<file path="config.mk">
export PLATFORM = sky130hd
export DESIGN_NAME = pwr_mode_ctl
export DESIGN_NICKNAME = d
export VERILOG_FILES = /design/src/rtl/pwr_pkg.sv /design/src/rtl/pwr_pin_sync.sv /design/src/rtl/pwr_rst_qual.sv /design/src/rtl/pwr_fail_det.sv /design/src/rtl/pwr_mode_core.sv /design/src/rtl/pwr_mode_ctl.sv
export SDC_FILE = /design/constraint.sdc
export NUM_CORES = 1
export LEC_CHECK = 0
export CAP_MARGIN = 30
export CORE_UTILIZATION = 60
export CTS_BUF_LIST = sky130_fd_sc_hd__clkbuf_4
export DETAILED_ROUTE_END_ITERATION = 10
export DONT_BUFFER_PORTS = 1
export GPL_ROUTABILITY_DRIVEN = 0
export PLACE_DENSITY = 0.74
export SETUP_SLACK_MARGIN = 0.02
export SLEW_MARGIN = 20
export SYNTH_ARGS = -nofsm -noshare
export SYNTH_HDL_FRONTEND = slang
export SYNTH_SLANG_ARGS = --single-unit
export TNS_END_PERCENT = 1
</file>
<file path="constraint.sdc">
create_clock -name clk -period 1.7 [get_ports clk]
set_input_delay 0.17 -clock clk [delete_from_list [all_inputs] [get_ports clk]]
set_output_delay 0.17 -clock clk [all_outputs]
set_load 0.02 [all_outputs]
</file>
<file path="src/rtl/pwr_pkg.sv">
package pwr_pkg;
  // Field layout of the power control byte; bit order is decoded by the core.
  typedef struct packed {
    logic dbl;       // 7 serial baud doubling
    logic hpd_arm;   // 6 hardware shutdown arm
    logic wake_any;  // 5 any raised flag wakes
    logic rsvd;      // 4 reads as one
    logic gf1;       // 3
    logic gf0;       // 2
    logic deep;      // 1 deep sleep
    logic light;     // 0 light sleep
  } pwr_reg_t;

  localparam logic [7:0] RSVD_MASK = 8'h10;
endpackage

</file>
<file path="src/rtl/pwr_pin_sync.sv">
module pwr_pin_sync #(
  parameter int W = 1
) (
  input  logic         clk,
  input  logic         por_n,
  input  logic [W-1:0] d,
  output logic [W-1:0] q
);
  logic [W-1:0] s1, s2;

  always_ff @(posedge clk or negedge por_n) begin
    if (!por_n) begin
      s1 <= '0;
      s2 <= '0;
    end else begin
      s1 <= d;
      s2 <= s1;
    end
  end

  assign q = s2;
endmodule

</file>
<file path="src/rtl/pwr_rst_qual.sv">
module pwr_rst_qual #(
  parameter int MC_CYCLES = 12
) (
  input  logic clk,
  input  logic por_n,
  input  logic pin_s,
  output logic rst_q
);
  localparam int CW = $clog2(MC_CYCLES + 1);
  localparam logic [CW-1:0] LIMIT = CW'(MC_CYCLES);

  logic [CW-1:0] cnt;

  always_ff @(posedge clk or negedge por_n) begin
    if (!por_n)          cnt <= '0;
    else if (!pin_s)     cnt <= '0;
    else if (cnt != LIMIT) cnt <= cnt + 1'b1;
  end

  assign rst_q = (cnt == LIMIT);
endmodule

</file>
<file path="src/rtl/pwr_fail_det.sv">
module pwr_fail_det (
  input  logic clk,
  input  logic por_n,
  input  logic pin_s,
  input  logic arm,
  output logic fall
);
  logic prev;

  always_ff @(posedge clk or negedge por_n) begin
    if (!por_n) prev <= 1'b0;
    else        prev <= pin_s;
  end

  assign fall = arm & prev & ~pin_s;
endmodule

</file>
<file path="src/rtl/pwr_mode_core.sv">
module pwr_mode_core
  import pwr_pkg::*;
#(
  parameter int IRQ_N = 6
) (
  input  logic             clk,
  input  logic             por_n,
  input  logic             sys_rst,
  input  logic             wr_en,
  input  logic [7:0]       wr_data,
  input  logic [IRQ_N-1:0] irq_flags,
  input  logic [IRQ_N-1:0] irq_en,
  input  logic             fall,
  output pwr_reg_t         reg_q,
  output logic             hpd_q,
  output logic             resume_q
);
  pwr_reg_t wr_val;
  logic     sleeping;
  logic     wake;

  always_comb begin
    wr_val       = pwr_reg_t'(wr_data);
    wr_val.rsvd  = 1'b0;
    wr_val.light = wr_data[0] & ~wr_data[1];
  end

  assign sleeping = reg_q.light | reg_q.deep;
  assign wake     = reg_q.wake_any ? (|irq_flags) : (|(irq_flags & irq_en));

  always_ff @(posedge clk or negedge por_n) begin
    if (!por_n) begin
      reg_q    <= '0;
      hpd_q    <= 1'b0;
      resume_q <= 1'b0;
    end else if (sys_rst) begin
      reg_q    <= '0;
      hpd_q    <= 1'b0;
      resume_q <= 1'b0;
    end else begin
      resume_q <= 1'b0;
      if (fall) hpd_q <= 1'b1;
      if (!hpd_q) begin
        if (wr_en) begin
          reg_q <= wr_val;
        end else if (sleeping && wake) begin
          reg_q.light <= 1'b0;
          reg_q.deep  <= 1'b0;
          resume_q    <= 1'b1;
        end
      end
    end
  end
endmodule

</file>
<file path="src/rtl/pwr_mode_ctl.sv">
module pwr_mode_ctl
  import pwr_pkg::*;
#(
  parameter int IRQ_N     = 6,
  parameter int MC_CYCLES = 12
) (
  input  logic             clk,
  input  logic             por_n,
  input  logic             rst_pin,
  input  logic             wr_en,
  input  logic [7:0]       wr_data,
  input  logic [IRQ_N-1:0] irq_flags,
  input  logic [IRQ_N-1:0] irq_en,
  input  logic             pfail_pin,
  output logic [7:0]       rd_data,
  output logic             cpu_clk_en,
  output logic             periph_clk_en,
  output logic             osc_run,
  output logic             resume,
  output logic             serial_dbl,
  output logic             sys_rst
);
  logic [1:0] pins_s;
  logic       fall;
  pwr_reg_t   reg_q;
  logic       hpd_q;
  logic       stopped;

  pwr_pin_sync #(.W(2)) u_sync (
    .clk(clk), .por_n(por_n), .d({pfail_pin, rst_pin}), .q(pins_s)
  );

  pwr_rst_qual #(.MC_CYCLES(MC_CYCLES)) u_rstq (
    .clk(clk), .por_n(por_n), .pin_s(pins_s[0]), .rst_q(sys_rst)
  );

  pwr_fail_det u_fail (
    .clk(clk), .por_n(por_n), .pin_s(pins_s[1]), .arm(reg_q.hpd_arm), .fall(fall)
  );

  pwr_mode_core #(.IRQ_N(IRQ_N)) u_core (
    .clk(clk), .por_n(por_n), .sys_rst(sys_rst), .wr_en(wr_en), .wr_data(wr_data),
    .irq_flags(irq_flags), .irq_en(irq_en), .fall(fall),
    .reg_q(reg_q), .hpd_q(hpd_q), .resume_q(resume)
  );

  assign stopped       = reg_q.deep | hpd_q;
  assign osc_run       = ~stopped;
  assign periph_clk_en = ~stopped;
  assign cpu_clk_en    = ~(stopped | reg_q.light);
  assign serial_dbl    = reg_q.dbl;
  assign rd_data       = reg_q | RSVD_MASK;
endmodule

</file>
# Word level (Yosys, flattened, before mapping)
# Cells that the tools add are included.
[classes] n_eq_ne=4 n_addsub=1 bitwise_logic=11 reduce_logical=8 n_mux=14
[op_table] cell="2-to-1 mux 8 bit" count=2
[op_table] cell="OR reduction 6 bit" count=2
[op_table] cell="2-to-1 mux 4 bit" count=2
[op_table] cell="2-to-1 mux 1 bit" count=7
[op_table] cell="bitwise AND 6 bit" count=1
[op_table] cell="2-to-1 mux 6 bit" count=1
[op_table] cell="adder 4 x 1 -> 4 bit, second input constant" count=1
[op_table] cell="== test 4 bit, second input constant" count=1
[op_table] cell="2-to-1 mux 2 bit" count=2
[op_table] cell="inequality test 4 bit, second input constant" count=1
[op_table] cell="inverter 1 bit" count=4
[op_table] cell="AND reduction 2 bit" count=2
[op_table] cell="nonzero test 2 bit" count=2
[op_table] cell="bitwise AND 1 bit" count=3
[op_table] cell="OR 1 bit" count=3
[op_table] cell="nonzero test 3 bit" count=1
[op_table] cell="inequality test 2 x 1 -> 1 bit, second input constant" count=1
[op_table] cell="inequality test 2 bit, second input constant" count=1
[op_table] cell="logical AND 1 bit" count=1
[totals] wordCells=51 output_inout_bits=14 input_bits=25 reg_bits=18

# Depth between registers and ports, before layout
# Gate-level depths: netlist (run 1).
[logic_depth] word_depth=8 mapped_depth=6 ltp_nobuf=5

# Modules after synthesis
# A second synthesis (run 1) with hierarchy kept.
[unflattened] cells_unflattened=79 hier_area_um2=868.3
[by_module_without_submodules] mod="pwr_mode_core" instances=1 cells_per_inst=44 area_each_um2=462.9 seq_area_each_um2=225.2
[by_module_without_submodules] mod="pwr_rst_qual" instances=1 cells_per_inst=23 area_each_um2=231.5 seq_area_each_um2=100.1
[by_module_without_submodules] mod="pwr_pin_sync" instances=1 cells_per_inst=4 area_each_um2=100.1 seq_area_each_um2=100.1
[by_module_without_submodules] mod="pwr_mode_ctl" instances=1 cells_per_inst=6 area_each_um2=40.0 seq_area_each_um2=0.0
[by_module_without_submodules] mod="pwr_fail_det" instances=1 cells_per_inst=2 area_each_um2=33.8 seq_area_each_um2=25.0

# Worst setup path after synthesis (run 1)
# Ideal clock, no wire load.
[synth_timing] path_kind="flip-flop to flip-flop" from="register u_rstq.cnt[0]" to="register u_core.resume_q" stages_incl_launch_ff=7 n_path_buf=1 t_required_ps=1599 arrival_ps=1365 setup_slack_ps=234 setup_time_ps=101 cell_sequence="dfrtp_1 > inv_1 > ha_1 > and3_1 > clkbuf_1 > or3_1 > nor4_1"
[synth_via] elab_chain_cells=2
[synth_lines] element="from (decl)" line="pwr_rst_qual.sv:12" source="logic [CW-1:0] cnt;"
[synth_lines] element="from (signal assigned)" line="pwr_rst_qual.sv:17" source="else if (cnt != LIMIT) cnt <= cnt + 1'b1;"
[synth_lines] element="== test 4 bit" line="pwr_rst_qual.sv:20" source="assign rst_q = (cnt == LIMIT);"
[synth_lines] element="2-to-1 mux 1 bit" line="pwr_mode_core.sv:36" source="end else if (sys_rst) begin"
[synth_lines] element="to (signal assigned)" line="pwr_mode_core.sv:35" source="resume_q <= 1'b0;"
[synth_lines] element="to (signal assigned)" line="pwr_mode_core.sv:39" source="resume_q <= 1'b0;"
[synth_lines] element="to (signal assigned)" line="pwr_mode_core.sv:41" source="resume_q <= 1'b0;"
[synth_lines] element="to (decl)" line="pwr_mode_core.sv:16" source="output logic resume_q"
# Every way passes these cells.
# A chain may end at the register's enable or synchronous reset.

# Worst setup path after layout (run 1)
[layout_timing] from="register u_rstq.cnt[1]" to="output port sys_rst"
[layout_via] elab_chain_cells=1
[layout_lines] element="== test 4 bit" line="pwr_rst_qual.sv:20"
[layout_lines] element="to (decl)" line="pwr_mode_ctl.sv:21" source="output logic sys_rst"
# Every way passes these cells.

==> results.cfg, run 1 <==
[run_status]
status = finished clean

[timing]
hold_violations = 0
rsz0062_at_grt = yes
finalHoldWorstSlack_ns = 0.0284
fin_ws_ns = 0.0997
fin_setup_tns_ns = 0
period_minus_slack_ns = 1.60
final_max_slew_viol_count = 0
setup_viol = 0
timing.fmax_mhz = 625
worstMarginPinSlew_ns = 0.746
relSlewSlack_pct = 50.1
fin_crit_sh_pct = 94.1
skew_ns = 0.00417

[setup_path]
cp_data_required_time_ns = 1.53
r2r-start = u_rstq.cnt[1]
rr_endpoint = u_core.resume_q
critPathMaxFanout = 9
regToRegSetupSlack_ns = 0.11
ff2ff_path_depth = 5
crit_arrival_ns = 1.43
crit_path_start_kind = flop
crit_type = reg2out
critPathCaptureType = output port

[routing]
drtAntennaViolNets = 0
vias = 556
drtIter0Drc = 9
dr.pass1.iters = 4
wire_per_inst_um = 14.0
drc = 0
viasPerCell = 5.73
drt-total-wl_um = 1360

[yosys]
synth_top_flop_cell = dfrtp_1
async_reset_ff_share_pct = 100
ys_seq_area_share_pct = 53.6
synth_edf_count = 0
syn_area_per_cell_um2 = 11.2
synthDistinctLibCells = 30
ys_seq_elements = 18
synthCells = 75
synth_fp_nets = 102
synthesis.area_um2 = 841
ys_warn_count = 0

[min_path]
min_from = wr_en
hold_path_class = in2reg
worstHoldEndpoint = u_core.resume_q
hold_depth = 2

[clocking]
cts_tree = yes
cts_root_buf = clkbuf_4
cts_resized = 0
cts.sinks = 18
numCtsBuffers = 3
clk_pin_slew_ns = 0.10
clk_path_buf_depth = 2
cts_max_level = 1
clk_latency_ns = 0.29

[job]
cap_viol_max_count = 0

[grt]
grt_usage_pct = 19.5
grt_pass1_vias = 436
grt_pass1_wl_um = 1860
grt-ovfl-total = 0
antenna_found_initial = 0
grt_max_degree = 19

[layout]
final_nets = 110
post-route-util_pct = 72.1
area_growth_pct = 11.6
num_antenna_cells = 0
drive_gt1_share_pct = 14.6

[die]
io_pins = 39
num_rows = 13
die_x_um = 39.4
start_util_pct = 64.6
die_y_um = 39.4
dieArea_mm2 = 0.00156
core-area_mm2 = 0.00130

[power_and_ir_drop]
cellPowerDensity_mw_per_mm2 = 1210
p_leak_nw = 0.448
irDropWorstVdd_v = 0.000961
power.total_mw = 1.14

[placed_design]
post-place-ws_ns = 0.0912
dpl.hpwl_um = 1010
port_buffers = 0
[cell families (layout without fill, tap and decap cells)]
logic type	after synthesis	after routing	share of synthesized area [%]
buffers and inverters	11	18	6.84
muxes	6	6	7.14
other	1	1	0.446
xor gates and xnor gates	2	2	2.08
AOI/OAI and AO/OA	11	11	8.78
DFF	18	18	53.6
adders and majority gates	2	2	2.98
and+or+nand+nor	24	24	18.2
[where the power goes]
part	internal [mW]	switching, mW	leakage (nW)
combinational	0.100	0.101	0.216
clock	0.0854	0.132	0.0154
sequential	0.523	0.198	0.217
[worst max-delay path by stage]
stage | startpoint | to | slack [ns] | cells past startpoint
after floorplan | u_rstq.cnt[0] | u_core.resume_q | 0.23 | 6
after global placement | u_rstq.cnt[0] | u_core.resume_q | 0.17 | 5
after detailed placement | u_rstq.cnt[0] | u_core.resume_q | 0.09 | 5
after CTS | u_rstq.cnt[0] | u_core.resume_q | 0.07 | 5
after global routing | u_rstq.cnt[1] | sys_rst | 0.02 | 4
final | u_rstq.cnt[1] | sys_rst | 0.1 | 4
[critical path: stages, from the launching register on]
cell and delay, ns:
dfrtp_1 0.43, inv_1 0.07, ha_1 0.15, and3_1 0.31, buf_12 0.18
[timing repair]
action	in CTS	in global routing
endpoints found under the setup margin	0	2
setup buffers	0	2
hold buffers	3	0
endpoints found under the hold margin	20	0
[synth_stat cells, drive strengths merged (2+ instances only)]
library cell  number  area, µm²
dfrtp             18        450
clkbuf             2       7.51
ha                 2       25.0
a21oi              3       15.0
nor3b              3       22.5
inv                4       15.0
and3               2       12.5
mux2i              6       60.1
nor2               8       30.0
buf                5       35.0
o211ai             2       15.0
a31oi              3       18.8
nor4               2       27.5
[metal layers]
metal,track usage [%],part of all wire (%)
met1,25.3,45
met2,27.5,47
met3,6.25,5.4
met4,12.9,2.2
met5,0,0
[cell type report]
cell class / instances / area, µm²
sequential: 18 / 450
fill: 91 / 363
multi-input combinational: 46 / 333
timing repair buffer: 10 / 95.1
clock buffer: 3 / 22.5
tap: 15 / 18.8
inverter: 4 / 15.0
clock inverter: 1 / 3.75
[per-stage QoR]
stage	std cells	area (µm²)
global placement	88	867
global route	97	938
finish	97	938
floorplan	75	841
detailed placement	88	867
CTS	95	923
[layout by cell type (no fill, tap or decap), types with 2 or more instances in the layout]
cell and count:
o211ai_1 2, nor2_1 8, dlygate4sd3_1 3, dfrtp_1 18, a31oi_1 3, and3_1 2, buf_4 6, mux2i_1 6
clkbuf_4 3, ha_1 2, nor3b_1 3, a21oi_1 3, inv_1 4
[state kept, by name (all words and copies together) (netlist names)]
register / cells
u_core.hpd_q: 1
u_core.resume_q: 1
u_core.reg_q: 7
u_sync.s1: 2
u_fail.prev: 1
u_sync.q: 2
u_rstq.cnt: 4
(Power assumes the default switching activity.)
==> run 2, diff against run 1 <==
- CORE_MARGIN: default -> 3
==> run 2 against run 1 <==
Non-clock buffer count decreased by 3. Largest power group unchanged. Wire length is 12% higher. Highest routed layer unchanged. Cell area fell by 3.3%. Clock power fell by 2%. Global-route usage fell by 1.1 points.
==> results.cfg, run 2 (synthesized netlist as in run 1, its figures left out) <==
[run_status]
status = finished clean

[timing]
fin_setup_tns_ns = 0
relSlewSlack_pct = 48.0
timing.fmax_mhz = 630
final_max_slew_viol_count = 0
hold_violations = 0
fin_crit_sh_pct = 93.4
fin_ws_ns = 0.113
setup_viol = 0
skew_ns = 0.00516
finalHoldWorstSlack_ns = 0.0234
period_minus_slack_ns = 1.59
worstMarginPinSlew_ns = 0.778
rsz0062_at_grt = no

[grt]
antenna_found_initial = 0
grt_pass1_vias = 628
grt_usage_pct = 18.4
grt_max_degree = 19
grt_pass1_wl_um = 2560
grt-ovfl-total = 0

[routing]
dr.pass1.iters = 4
drt-total-wl_um = 1520
drc = 0
drtIter0Drc = 9
viasPerCell = 6.03
vias = 561
wire_per_inst_um = 16.4
drtAntennaViolNets = 0

[layout]
n_fill_cell = 83
final_cell_count_no_fill = 93
area_growth_pct = 7.89
top_register = u_core.reg_q
final_nets = 107
drive_gt1_share_pct = 12.7
largest_register_ffs = 7
final_cell_mix = 18 x dfrtp_1, 8 x nor2_1, 6 x mux2i_1, 4 x inv_1
num_antenna_cells = 0
post-route-util_pct = 75.5
reg_top3 = u_core.reg_q (7), u_rstq.cnt (4)
final_common_cell = dfrtp_1

[placed_design]
dpl.hpwl_um = 1080
port_buffers = 0
post-place-ws_ns = 0.200
dp_cells = 86

[job]
cap_viol_max_count = 0

[clocking]
cts.sinks = 18
clk_path_buf_depth = 2
clk_pin_slew_ns = 0.10
clk_latency_ns = 0.29
cts_root_buf = clkbuf_4
post_cts_buffers = 0
cts_max_level = 1
cts_tree = yes
numCtsBuffers = 3

[setup_path]
crit_path_start_kind = flop
crit_arrival_ns = 1.42
critPathMaxFanout = 9
rr_endpoint = u_core.resume_q
regToRegSetupSlack_ns = 0.19
critPathCaptureType = output port
r2r-start = u_rstq.cnt[0]
crit_type = reg2out
ff2ff_path_depth = 5
cp_data_required_time_ns = 1.53

[power_and_ir_drop]
p_int_mw = 0.704
netSwitchingPower_mw = 0.431
irDropWorstVdd_v = 0.000781
seqPwrFrac_pct = 64.1
switching_share_pct = 37.9
pwr-share-clk_pct = 18.7
cellPowerDensity_mw_per_mm2 = 1250
p_leak_nw = 0.431
pwr-share-comb_pct = 17.2

[min_path]
hold_path_class = in2reg
min_from = wr_en
hold_depth = 2
worstHoldEndpoint = u_core.resume_q

[die]
io_pins = 39
start_util_pct = 70.0
die_y_um = 43.4
dieArea_mm2 = 0.00189
num_rows = 12
die_x_um = 43.4
core-area_mm2 = 0.00120
[run 2: cell count changes in the layout (fill, tap and decap cells not counted), sizes merged]
cell | before | now
buf | 7 | 4
[run 2: worst max-delay path, cell delays in order, from the launching register on]
cell and delay (ns):
dfrtp_1 0.43, inv_1 0.07, ha_1 0.20, and3_2 0.26, buf_6 0.16
[run 2: per-stage QoR]
stage | instance area (µm²) | total power [mW]
floorplan | 841 | 0.892
global placement | 846 | 0.907
detailed placement | 846 | 0.920
CTS | 902 | 1.15
global route | 907 | 1.21
finish | 907 | 1.13
[run 2: routing by layer]
layer / wire length, µm / GRT usage [%] / vias up
met1: 593 / 18.7 / 265
met3: 132 / 5.81 / 4
met2: 780 / 33.3 / 29
met5: 0 / 0 / -
li1: - / - / 263
met4: 17 / 9.64 / 0
[run 2: final cells by class]
type,count,area [µm²],share of cell area [%]
clock buffers,3,22.5,2.48
well taps,14,17.5,1.93
inverters,4,15.0,1.66
multi-input cells,46,334,36.8
clock inverters,1,3.75,0.414
repair buffers,7,63.8,7.03
flip-flops and latches,18,450,49.7
[run 2: how the worst max path moves through the flow]
stage                  start               to  cells after the start
6_report       u_rstq.cnt[0]          sys_rst                      4
5_1_grt        u_rstq.cnt[0]          sys_rst                      4
4_1_cts        u_rstq.cnt[0]          sys_rst                      4
3_5_place_dp   u_rstq.cnt[0]  u_core.resume_q                      5
3_3_place_gp   u_rstq.cnt[0]  u_core.resume_q                      5
2_1_floorplan  u_rstq.cnt[0]  u_core.resume_q                      6
[run 2: repair_timing]
action	in CTS	in global routing
endpoints found under the setup margin	0	1
gates resized for setup	0	2
endpoints found under the hold margin	20	0
hold buffers	3	0
[run 2: power groups by stage]
stage / clock network, mW / registers [mW] / logic, mW
finish: 0.212 / 0.727 / 0.195
global route: 0.241 / 0.749 / 0.223
CTS: 0.221 / 0.729 / 0.199
detailed placement: 0 / 0.738 / 0.183
global placement: 0 / 0.733 / 0.174
floorplan: 0 / 0.699 / 0.194
==> run 3, diff against run 2 <==
- HOLD_SLACK_MARGIN: default -> 0.06
==> run 3 against run 2 <==
Hold slack better by 0.076 ns. Global-route usage is 0.30 points higher. Wire length is 0.98% higher. Register-to-register slack hardly changed. Non-clock buffer count is 7 higher. Worst setup slack better by 0.00084 ns. Cell area is 7.7% higher. First-iteration DRC count is 89% higher. Sequential power hardly changed. Critical path type unchanged. Largest cell class unchanged. Highest routed layer unchanged.
==> results.cfg, run 3 (synthesized netlist as in run 1, its figures left out) <==
[placed_design]
dpl.hpwl_um = 1080
dp_cells = 86
port_buffers = 0

[layout]
top_register = u_core.reg_q
area_growth_pct = 16.2
final_cell_count_no_fill = 100
post-route-util_pct = 81.4
final_nets = 114
drive_gt1_share_pct = 11.6
final_common_cell = dfrtp_1
final_cell_mix = 18 x dfrtp_1, 10 x dlygate4sd3_1, 8 x nor2_1, 6 x mux2i_1, 4 x inv_1
reg_top3 = u_core.reg_q (7), u_rstq.cnt (4)
num_antenna_cells = 0
largest_register_ffs = 7

[setup_path]
regToRegSetupSlack_ns = 0.19
rr_endpoint = u_core.resume_q
critPathMaxFanout = 9
crit_type = reg2out
ff2ff_path_depth = 5
critPathCaptureType = output port
r2r-start = u_rstq.cnt[0]
crit_arrival_ns = 1.42
crit_path_start_kind = flop
cp_data_required_time_ns = 1.53

[die]
die_y_um = 43.4
core-area_mm2 = 0.00120
io_pins = 39
start_util_pct = 70.0
die_x_um = 43.4
num_rows = 12
dieArea_mm2 = 0.00189

[min_path]
hold_depth = 3
min_from = wr_en
hold_path_class = in2reg
worstHoldEndpoint = u_core.reg_q[1]

[power_and_ir_drop]
cellPowerDensity_mw_per_mm2 = 1180
irDropWorstVdd_v = 0.000768
seqPwrFrac_pct = 63.3
switching_share_pct = 37.9
pwr-share-comb_pct = 18.2
netSwitchingPower_mw = 0.437
p_int_mw = 0.715
pwr-share-clk_pct = 18.5
p_leak_nw = 0.460

[timing]
period_minus_slack_ns = 1.59
setup_viol = 0
rsz0062_at_grt = no
final_max_slew_viol_count = 0
worstMarginPinSlew_ns = 0.782
relSlewSlack_pct = 47.7
skew_ns = 0.00363
fin_crit_sh_pct = 93.3
timing.fmax_mhz = 630
hold_violations = 0
fin_setup_tns_ns = 0

[clocking]
cts_root_buf = clkbuf_4
cts_tree = yes
clk_pin_slew_ns = 0.10
clk_path_buf_depth = 2
clk_latency_ns = 0.29
cts.sinks = 18
post_cts_buffers = 0
cts_max_level = 1
numCtsBuffers = 3

[routing]
viasPerCell = 5.75
drtIter0Drc = 17
drc = 0
wire_per_inst_um = 15.4
vias = 575
drtAntennaViolNets = 0
drt-total-wl_um = 1540
dr.pass1.iters = 6

[job]
cap_viol_max_count = 0

[grt]
grt_pass1_wl_um = 2640
grt_max_degree = 19
grt_pass1_vias = 651
grt_usage_pct = 18.7
antenna_found_initial = 0
grt-ovfl-total = 0

[run_status]
status = finished clean
==> run 3: changes by cell type in the layout (fill, tap and decap cells not counted) <==
| cell | change |
|---|---|
| dlygate4sd3_1 | +7 |
==> run 3: metal layers <==
| layer | up-vias | wire (µm) | GRT usage [%] |
|---|---|---|---|
| met5 | - | 0 | 0 |
| met4 | 0 | 9 | 9.64 |
| met3 | 2 | 105 | 5.81 |
| met2 | 21 | 791 | 31.6 |
| met1 | 276 | 631 | 21.2 |
| li1 | 276 | - | - |
==> run 3: worst max-delay path by stage <==
| stage | to | start |
|---|---|---|
| floorplan | u_core.resume_q | u_rstq.cnt[0] |
| global placement | u_core.resume_q | u_rstq.cnt[0] |
| detailed placement | u_core.resume_q | u_rstq.cnt[0] |
| CTS | sys_rst | u_rstq.cnt[0] |
| global route | sys_rst | u_rstq.cnt[0] |
| finish | sys_rst | u_rstq.cnt[0] |
==> run 3: repair_timing <==
| action | CTS | global route |
|---|---|---|
| hold buffers | 10 | 0 |
| hold endpoints to repair | 27 | 0 |
| setup endpoints to repair | 0 | 1 |
| gates resized for setup | 0 | 2 |
==> run 3: worst max-delay path, stage by stage, from the launching register on <==
cell and delay (ns):
dfrtp_1 0.43, inv_1 0.07, ha_1 0.20, and3_2 0.26, buf_6 0.16
==> run 3: power by group through the flow <==
stage | sequential [mW] | combinational [mW] | clock (mW)
2_1_floorplan | 0.699 | 0.194 | 0
3_3_place_gp | 0.733 | 0.174 | 0
3_5_place_dp | 0.738 | 0.183 | 0
4_1_cts | 0.729 | 0.212 | 0.221
5_1_grt | 0.751 | 0.240 | 0.240
6_report | 0.729 | 0.210 | 0.213
==> run 3: final cells by class <==
class                           count  area [µm²]
Sequential cell                    18         450
Multi-Input combinational cell     46         334
Fill cell                          72         224
Timing Repair Buffer               14         134
Clock buffer                        3        22.5
Tap cell                           14        17.5
Inverter                            4        15.0
Clock inverter                      1        3.75
==> run 3: stage by stage <==
step	hold slack (ns)	instance area (µm²)	power (mW)	setup slack, ns
after detailed placement	-0.125	846	0.920	0.200
after CTS	0.0916	972	1.16	0.0248
after global routing	0.0910	977	1.23	0.0229
after global placement	-0.125	846	0.907	0.231
final	0.0989	977	1.15	0.113
after floorplan	-0.126	841	0.892	0.234
